===== config.mk =====
export PLATFORM = sky130hd
export DESIGN_NAME = rrs_sched
export DESIGN_NICKNAME = d
export VERILOG_FILES = /design/src/rtl/rrs_pkg.sv /design/src/rtl/rrs_pick.sv /design/src/rtl/rrs_slot_cnt.sv /design/src/rtl/rrs_sched.sv
export SDC_FILE = /design/constraint.sdc
export NUM_CORES = 1
export LEC_CHECK = 0
export ABC_AREA = 0
export BUFFER_PORTS_ARGS = -buffer_cell sky130_fd_sc_hd__buf_2
export CELL_PAD_IN_SITES_DETAIL_PLACEMENT = 1
export CELL_PAD_IN_SITES_GLOBAL_PLACEMENT = 2
export CORE_ASPECT_RATIO = 1.5
export CORE_MARGIN = 4
export CORE_UTILIZATION = 32
export CTS_CLUSTER_DIAMETER = 200
export DETAILED_ROUTE_END_ITERATION = 8
export PLACE_DENSITY_LB_ADDON = 0.1
export SYNTH_ARGS = -nofsm -noshare
export SYNTH_HDL_FRONTEND = slang
export SYNTH_SLANG_ARGS = --single-unit

===== constraint.sdc =====
create_clock -name clk -period 4.4 [get_ports clk]
set_input_delay 0.66 -clock clk [delete_from_list [all_inputs] [get_ports clk]]
set_output_delay 0.66 -clock clk [all_outputs]
set_load 0.05 [all_outputs]

===== src/rtl/rrs_pkg.sv =====
package rrs_pkg;
   // Where the winning packet comes from in a free slot
   typedef enum logic [1:0] {
      PICK_NONE = 2'd0,
      PICK_THIS = 2'd1,
      PICK_NEXT = 2'd2
   } pick_src_e;
endpackage


===== src/rtl/rrs_pick.sv =====
// First requesting position, in ring order from base, at or after min_off.
module rrs_pick #(
   parameter int NQ    = 4,
   parameter int IDX_W = 2
) (
   input  logic [NQ-1:0]    req,
   input  logic [IDX_W-1:0] base,
   input  logic [IDX_W-1:0] min_off,
   output logic             found,
   output logic [IDX_W-1:0] off,
   output logic [IDX_W-1:0] idx
);
   logic [IDX_W-1:0] pos_idx [NQ];
   logic [NQ-1:0]    cand;

   for (genvar o = 0; o < NQ; o++) begin : g_ring
      logic [IDX_W:0] sum;
      assign sum        = {1'b0, base} + (IDX_W+1)'(o);
      assign pos_idx[o] = (sum >= (IDX_W+1)'(NQ)) ? IDX_W'(sum - (IDX_W+1)'(NQ))
                                                  : sum[IDX_W-1:0];
      assign cand[o]    = req[pos_idx[o]] && (IDX_W'(o) >= min_off);
   end

   always_comb begin
      found = 1'b0;
      off   = '0;
      for (int o = NQ - 1; o >= 0; o--) begin
         if (cand[o]) begin
            found = 1'b1;
            off   = IDX_W'(o);
         end
      end
   end

   assign idx = pos_idx[off];
endmodule


===== src/rtl/rrs_slot_cnt.sv =====
// Counts the remaining slots of a packet that spans more than one slot.
module rrs_slot_cnt #(
   parameter int LEN_W = 4
) (
   input  logic             clk,
   input  logic             rst,
   input  logic             load,
   input  logic [LEN_W-1:0] len,
   output logic             holding,
   output logic             last
);
   logic [LEN_W-1:0] cnt;

   always_ff @(posedge clk) begin
      if (rst) begin
         holding <= 1'b0;
         cnt     <= '0;
      end else if (holding) begin
         if (cnt == LEN_W'(1)) holding <= 1'b0;
         else                  cnt     <= cnt - 1'b1;
      end else if (load) begin
         holding <= 1'b1;
         cnt     <= len - 1'b1;
      end
   end

   assign last = holding && (cnt == LEN_W'(1));
endmodule


===== src/rtl/rrs_sched.sv =====
module rrs_sched #(
   parameter int NQ    = 4,
   parameter int LEN_W = 4
) (
   input  logic              clk,
   input  logic              rst,
   input  logic [NQ-1:0]     q_nonempty,
   input  logic [NQ*LEN_W-1:0] q_len,
   output logic [NQ-1:0]     grant,
   output logic              deq_strobe,
   output logic              link_busy
);
   import rrs_pkg::*;

   localparam int IDX_W = (NQ > 1) ? $clog2(NQ) : 1;

   if (NQ < 2) begin : g_bad_nq
      $error("rrs_sched: NQ must be at least 2");
   end
   if (LEN_W < 1) begin : g_bad_len
      $error("rrs_sched: LEN_W must be at least 1");
   end

   function automatic logic [IDX_W-1:0] inc_wrap(input logic [IDX_W-1:0] v);
      return (v == IDX_W'(NQ - 1)) ? '0 : v + 1'b1;
   endfunction

   logic [IDX_W-1:0] start_q, off_q, cur_q, start_nx;
   logic             fa, fb;
   logic [IDX_W-1:0] oa, ia, ob, ib;
   pick_src_e        src;
   logic [IDX_W-1:0] sel_s, sel_o, sel_i, gnt_idx;
   logic [LEN_W-1:0] sel_len;
   logic             sel_valid, multi, holding, last;

   assign start_nx = inc_wrap(start_q);

   rrs_pick #(.NQ(NQ), .IDX_W(IDX_W)) u_pick_this (
      .req(q_nonempty), .base(start_q), .min_off(off_q),
      .found(fa), .off(oa), .idx(ia));

   rrs_pick #(.NQ(NQ), .IDX_W(IDX_W)) u_pick_next (
      .req(q_nonempty), .base(start_nx), .min_off('0),
      .found(fb), .off(ob), .idx(ib));

   always_comb begin
      if (holding)  src = PICK_NONE;
      else if (fa)  src = PICK_THIS;
      else if (fb)  src = PICK_NEXT;
      else          src = PICK_NONE;
      sel_s = (src == PICK_THIS) ? start_q : start_nx;
      sel_o = (src == PICK_THIS) ? oa : ob;
      sel_i = (src == PICK_THIS) ? ia : ib;
   end

   assign sel_valid = (src != PICK_NONE);
   assign sel_len   = q_len[sel_i*LEN_W +: LEN_W];
   assign multi     = sel_len > LEN_W'(1);

   rrs_slot_cnt #(.LEN_W(LEN_W)) u_cnt (
      .clk(clk), .rst(rst), .load(sel_valid && multi), .len(sel_len),
      .holding(holding), .last(last));

   assign gnt_idx = holding ? cur_q : sel_i;

   always_comb begin
      grant = '0;
      if (holding || sel_valid) grant[gnt_idx] = 1'b1;
   end

   assign deq_strobe = holding ? last : (sel_valid && !multi);
   assign link_busy  = holding || sel_valid;

   always_ff @(posedge clk) begin
      if (rst) begin
         start_q <= '0;
         off_q   <= '0;
         cur_q   <= '0;
      end else if (sel_valid) begin
         cur_q <= sel_i;
         if (sel_o == IDX_W'(NQ - 1)) begin
            start_q <= inc_wrap(sel_s);
            off_q   <= '0;
         end else begin
            start_q <= sel_s;
            off_q   <= sel_o + 1'b1;
         end
      end
   end
endmodule


**After elaboration in Yosys (flattened, before gate mapping)**

Cells that the tools add are included.
Widths: inputs -> output; s select.

- Register bits after elaboration: 11
- Input port bits: 22
- Output and inout port bits: 6
- Word-level logic and storage cells: 138

- Add/subtract/negate cells: 19
- $lt $le $gt $ge: 25
- Equality and inequality tests: 6
- Shift-type cells: 1
- Multiplexer cells: 67
- Bitwise operators: 2
- Reductions and logical operators: 13

Operators with widths:

| kind | number |
|---|---|
| $mux 2 | 31 |
| $lt 2x3->1 const B | 9 |
| $ge 3x3->1 const B | 8 |
| $mux 1 | 21 |
| $bmux 1 s2 | 8 |
| $mux 4 | 4 |
| $shiftx 16x5->4 | 1 |
| $sub 2x1->2 const B | 8 |
| $add 2x2->3 const B | 4 |
| $bmux 2 s2 | 2 |
| $logic_and 1x1->1 | 8 |
| $sub 4x1->4 const B | 2 |
| $add 2x1->2 const B | 3 |
| $add 2x1->3 const B | 2 |
| $eq 2x2->1 const B | 3 |
| $ge 2x3->1 const B | 2 |
| $not 2->3 | 2 |
| $eq 4x1->1 const B | 1 |
| $ge 1x2->1 const A | 2 |
| $ge 2x2->1 const A | 2 |
| $gt 4x1->1 const B | 1 |
| $reduce_bool 2->1 | 2 |
| $demux 1 s2 | 1 |
| $eq 2x1->1 const B | 1 |
| other kinds (5) | 5 |

**Longest topological paths before layout**

Gate-level depths: netlist of the first run.

- Depth after elaboration: 22
- Mapped depth: 16
- Mapped depth without buffers: 14

**By module**

A second synthesis of the first run with hierarchy kept.

- Cell total of the unflattened synthesis: 204
- Area, all modules: 1727.9 um^2

By module, submodules not included:

| module | instances | cells each | area each (um^2) | seq. area each (um^2) |
|---|---|---|---|---|
| rrs_pick | 2 | 45 | 362.8 | 0.0 |
| rrs_sched | 1 | 76 | 666.9 | 120.1 |
| rrs_slot_cnt | 1 | 38 | 335.3 | 100.1 |

**Least setup slack after synthesis of the first run**

OpenSTA, ideal clock, no wires.

- Kind: input -> output
- Start: input port q_nonempty[1]
- End: output port deq_strobe
- Data arrival time: 3.919 ns
- Slack: -0.179 ns
- Stages: 12
- Buffers on the path: 1
- Path through: mux4_2 -> o221a_1 -> o32a_1 -> a211o_1 -> and3_4 -> buf_6 -> a2111o_1 -> nand2_1 -> ha_1 -> or2_2 -> nand3_1 -> o22ai_1

- Longest elaborated chain between the ends: 17
- Elaborated cells between the ends (all ways): 55

RTL lines:

| item | RTL line | text |
|---|---|---|
| from (decl) | rrs_sched.sv:7 | `input logic [NQ-1:0] q_nonempty,` |
| $bmux 1 s2 | rrs_pick.sv:21 | `assign cand[o] = req[pos_idx[o]] && (IDX_W'(o) >= min_off);` |
| $mux 1 (implied by the code) | rrs_pick.sv:21 |  |
| $logic_and 1x1->1 | rrs_pick.sv:21 |  |
| $mux 2 (4 in a row) | rrs_pick.sv:28 | `if (cand[o]) begin` |
| $not 2->3 (implied by the code) | rrs_pick.sv:35 | `assign idx = pos_idx[off];` |
| $bmux 2 s2 | rrs_pick.sv:35 |  |
| $mux 2 (implied by the code) (2 in a row) | rrs_pick.sv:35 |  |
| $mux 2 | rrs_sched.sv:53 | `sel_i = (src == PICK_THIS) ? ia : ib;` |
| $shiftx 16x5->4 | rrs_sched.sv:57 | `assign sel_len = q_len[sel_i*LEN_W +: LEN_W];` |
| $gt 4x1->1 | rrs_sched.sv:58 | `assign multi = sel_len > LEN_W'(1);` |
| $logic_not 1->1 | rrs_sched.sv:71 | `assign deq_strobe = holding ? last : (sel_valid && !multi);` |
| $logic_and 1x1->1 (*) | rrs_sched.sv:71 |  |
| $mux 1 (*) | rrs_sched.sv:71 |  |
| to (decl) | rrs_sched.sv:10 | `output logic deq_strobe,` |

Mark *: on every way between the ends. The rest lies on a longest branch, timed or not. The select of a mux whose other input is x is not followed.

**Worst setup path in the final report of the first run**

- Start: input port q_nonempty[2]
- End: output port deq_strobe

The elaborated chain is that of the path after synthesis.

==> results.toml, run 1 <==
[synth]
synthesis.nets = 245
synth_area_leaders = "dfxtp_1, nor2_1, ha_1"
syn_area_per_cell_um2 = 7.44
yosys_warnings = 0
synth.largest_area_cell = "dfxtp_1"
synth_seq_cells = 11
synth_most_common_cell = "nor2_1"
ys_seq_area_share_pct = 13.6
synth-edff-count = 0
synth_common_cells = "nor2_1, nand2_1, o21ai_0"
synth_ff_type = "dfxtp_1"
netlist_instances = 217
postSynth.asyncResetShare_pct = 0
synth_area_um2 = 1620
ys_types = 58
synth_top_area_share_pct = 13.6

[drt]
drt-wirelength-per-cell_um = 18.5
drc = 0
ant_nets = 0
firstDrtPassIters = 4
totalWireLength_mm = 6.10
dr_wl_met3_um = 148
dr_wl_met2_mm = 3.58
drt-met1-wl_mm = 2.16
drt-vias-per-instance = 5.75
drt_iter0_drc = 71
vias = 1896
top_layer = "met4"

[floorplanning]
num_io_pins = 28
start_util_pct = 33.3
fp.dieW_um = 66.0
die_y_um = 95.0
core_area_um2 = 4850
die_area_um2 = 6270
num_rows = 31

[finish]
drive_above_1_share_pct = 35.6
final_cells = 330
fin_nets = 293
synthToLayoutAreaGrowth_pct = 34.5
register_area_um2 = 224
num-fill-cells = 612
diodes = 0
multi_input_area_um2 = 1380

[clock_tree]
clk_latency_ns = 0.24
ctsHtreeMaxLevel = 1
numCtsBuffers = 3
cts-root-buf = "clkbuf_8"
cts_buffer_depth = 2
cts_tree = "yes"
cts_num_sinks = 11
cts_hold_buf = 0
path_clk_slew_ns = 0.05

[placement]
dp_hpwl_mm = 4.94
place.gp.congestion = 0.861
placed_cells = 320
port_buffers = 27

[timing]
max_freq_ghz = 0.234
finalHoldViolCount = 0
tightestPinTransition_ns = 0.623
fin_crit_sh_pct = 97.3
final-setup-viol-count = 0
slew_headroom_pct = 58.3
rsz0062_at_grt = "false"
finalCriticalPeriod_ns = 4.28
fin_skew_ns = 0.00549
drv_slew = 0

[global_routing]
grt_pass1_wl_mm = 9.50
grt_overflow = 0
grt_pass1_vias = 1962
grt_antenna_before_repair = 0
grt_max_degree = 14
grt_usage_pct = 19.7

[setup_path]
crit_type = "primary input to output pin"
cp.arrival_ns = 3.62
cp_data_required_time_ns = 3.74
path_cells = "buf_2 -> mux4_2 -> o221a_4 -> o32a_1 -> a211o_1 -> and3_4 -> a2111o_1 -> nand2_2 -> inv_1 -> ha_1 -> or2_2 -> nand3_1 -> o22ai_2 -> buf_6"
critPathSlowestCell = "mux4_2"
critPathMaxFanout = 7
worstSetupStartpointType = "primary input"
slowest_delay_ns = 0.51
cp-end-kind = "output pin"

[job]
drv_cap = 0

[min_path]
hold_class = "flip-flop to flip-flop"

[status]
status = "complete, no violations"
-- layout make-up --
| type | instances | area share (%) |
|---|---|---|
| Clock buffer | 4 | 2.07 |
| Inverter | 12 | 2.07 |
| Multi-Input combinational cell | 180 | 63.6 |
| Sequential cell | 11 | 10.3 |
| Tap cell | 66 | 3.80 |
| Timing Repair Buffer | 57 | 18.1 |
-- worst max-delay path: cells and delay by family --
| kind | cells | cell delay, ns |
|---|---|---|
| adders and majority gates | 1 | 0.16 |
| AOI/OAI and AO/OA | 5 | 1.25 |
| and+or+nand+nor | 4 | 0.69 |
| muxes | 1 | 0.51 |
| buffers and inverters | 3 | 0.35 |
-- logic make-up (layout without fill, tap and decap cells) --
kind of cell,after synthesis,count (layout),synth area share [%]
simple gates,85,85,25.9
compound gates,75,75,37.9
buf+inv,26,73,7.05
flops,11,11,13.6
mux,10,10,8.75
fa+ha+maj,6,6,4.65
xor+xnor,4,4,2.17
-- cells in the final DEF (no fill, tap or decap), types with 2 or more instances in the layout --
cell      count
a2111o_1      3
a211oi_1      5
a21oi_1      11
a221oi_4      2
a31oi_1       3
a32oi_1       3
and2_1        3
buf_2        26
buf_4        26
buf_6         3
clkbuf_8      3
dfxtp_1      10
ha_1          4
inv_1        12
mux2_2        2
mux2i_1       4
mux4_2        3
nand2_1      13
nand2_2       2
nand2b_1      5
nand3_1      10
nand4_1       5
nor2_1       26
nor3_1        7
nor4_1        2
o211ai_1      4
o21ai_0      13
o221ai_2      4
o22ai_2       2
o31ai_1       3
or2_2         6
xnor2_1       3
-- metrics by stage --
step	setup WS (ns)	setup TNS (ns)	hold slack, ns	instance area (um2)	util [%]
6_report	0.118	0	0.486	2170	44.8
5_1_grt	0.00509	0	0.526	2170	44.8
4_1_cts	0.00436	0	0.494	2040	42.2
3_5_place_dp	-0.0287	-0.0287	0.486	1960	40.5
3_3_place_gp	0.0503	0	0.470	1960	40.5
2_1_floorplan	0.101	0	0.455	1620	-
-- registers in the layout, indices dropped and copies added (netlist names) --
| name | count |
|---|---|
| u_cnt.cnt | 4 |
| start_q | 2 |
| off_q | 2 |
| cur_q | 2 |
| u_cnt.holding | 1 |
-- per-layer routing --
layer / up-vias / global-route usage, %
met3: 16 / 3.07
li1: 927 / -
met4: 0 / 8.31
met5: - / 0
met1: 922 / 18.3
met2: 31 / 40.7
-- path summary, 6_finish.rpt --
path / from / to / slack [ns] / depth (start not counted)
min: cur_q[0] / cur_q[0] / 0.49 / 2
max reg2reg: start_q[0] / u_cnt.cnt[3] / 0.57 / 15
min reg2reg: cur_q[0] / cur_q[0] / 0.49 / 2
max: q_nonempty[2] / deq_strobe / 0.12 / 14
-- repair_timing --
item                                    in CTS  in global routing
pin swaps                                    2                  5
buffers inserted                             1                  5
resized for setup                            7                 16
endpoints found under the setup margin       1                  1
gates cloned                                 0                  0
Power of run 1 is left out: the tool's default activity adds up to more than one toggle a clock period on the data nets, which glitch-free logic cannot reach.
==> inputs of run 2 (changes only) <==
CORE_UTILIZATION = 33   (was 32)
CTS_BUF_LIST = sky130_fd_sc_hd__clkbuf_4 sky130_fd_sc_hd__clkbuf_8   (was not set)
PLACE_DENSITY = 0.83   (was not set)
PLACE_DENSITY_LB_ADDON = not set   (was 0.1)
==> results.toml, run 2 (synthesis gave the netlist of run 1 again) <==
[drt]
vias = 1862
drt_iter0_drc = 67
drt-wirelength-per-cell_um = 16.8
firstDrtPassIters = 4
ant_nets = 0
drt-vias-per-instance = 5.69
drc = 0
totalWireLength_mm = 5.51

[clock_tree]
cts_num_sinks = 11
path_clk_slew_ns = 0.05
numCtsBuffers = 3
ctsHtreeMaxLevel = 1
cts_buffer_depth = 2
cts_tree = "yes"
cts_hold_buf = 0
cts-root-buf = "clkbuf_8"
clk_latency_ns = 0.24

[timing]
hold_ws_ns = 0.504
final-setup-viol-count = 0
drv_slew = 0
tightestPinTransition_ns = 0.623
max_freq_ghz = 0.235
slew_headroom_pct = 58.1
fin_skew_ns = 0.000817
finalHoldViolCount = 0
finalCriticalPeriod_ns = 4.25
fin_crit_sh_pct = 96.6

[finish]
diodes = 0
final_cell_mix = "buf_4, nor2_1, buf_2, o21ai_0, nand2_1"
largest_reg_flops = 4
drive_above_1_share_pct = 36.5
synthToLayoutAreaGrowth_pct = 33.5
fin_nets = 292
regMostFlops = "u_cnt.cnt"
fin_util_pct = 46.7
final_common_cell = "buf_4"

[setup_path]
cp-end-kind = "output pin"
crit_type = "flip-flop to output pin"
cp_data_required_time_ns = 3.74
cp.arrival_ns = 3.59
critPathMaxFanout = 5
worstSetupStartpointType = "flip-flop"

[status]
status = "complete, no violations"

[global_routing]
grt_usage_pct = 18.5
grt_max_degree = 14
grt_pass1_vias = 1931
grt_overflow = 0
grt_pass1_wl_mm = 8.98
grt_antenna_before_repair = 0

[placement]
place.gp.congestion = 0.825
port_buffers = 27
dp_hpwl_mm = 4.41

[floorplanning]
start_util_pct = 35.0
num_io_pins = 28
die_y_um = 93.7
fp.dieW_um = 65.1
num_rows = 30
die_area_um2 = 6100
core_area_um2 = 4620

[min_path]
hold_class = "flip-flop to flip-flop"

[job]
drv_cap = 0
-- run 2: layout make-up --
cell class	instances	area (um2)
clock inverter	1	5.00
clock buffer	3	41.3
fill	592	2460
inverter	12	45.0
sequential	11	224
timing repair buffer	56	363
multi-input combinational	180	1400
tap	64	80.1
-- run 2: stage by stage --
| step | worst slack [ns] | area [um2] | TNS, ns | cells |
|---|---|---|---|---|
| 2_1_floorplan | 0.101 | 1620 | 0 | 217 |
| 3_3_place_gp | 0.0226 | 1980 | 0 | 322 |
| 3_5_place_dp | -0.0213 | 1980 | -0.0213 | 322 |
| 4_1_cts | 0.00494 | 2070 | 0 | 327 |
| 5_1_grt | -0.0126 | 2160 | -0.0126 | 327 |
| 6_report | 0.151 | 2160 | 0 | 327 |
-- run 2: worst paths after layout --
kind,cells past startpoint,from,end,slack [ns]
setup / recovery,15,start_q[0],deq_strobe,0.15
hold reg to reg,2,cur_q[0],cur_q[0],0.50
setup reg to reg,15,start_q[0],u_cnt.cnt[3],0.69
hold / removal,2,cur_q[0],cur_q[0],0.50
-- run 2: metal layers --
metal | part of all wire (%) | wire [um] | global-route usage [%]
met1 | 38 | 2090 | 19.1
met2 | 59 | 3250 | 38.6
met3 | 1.5 | 85 | 2.16
met4 | 1.6 | 87 | 3.29
met5 | 0 | 0 | 0
-- run 2: critical path, stage by stage, from the launching register on --
cell and delay (ns):
dfxtp_4 0.37, ha_4 0.29, mux4_2 0.52, buf_4 0.16, inv_2 0.06, o221ai_2 0.12, a211o_1 0.33, and3_4 0.18
a2111o_1 0.42, nand2_2 0.09, inv_1 0.05, ha_1 0.16, or2_4 0.27, nand3_2 0.08, o22ai_2 0.08, buf_6 0.16
-- run 2: what timing repair did --
| item | 4_1_cts | 5_1_grt |
|---|---|---|
| resized for setup | 9 | 14 |
| pin swaps | 2 | 3 |
| setup buffers | 1 | 0 |
| setup endpoints to repair | 1 | 1 |
| cloned | 0 | 0 |
Power of run 2 is left out for the same reason.
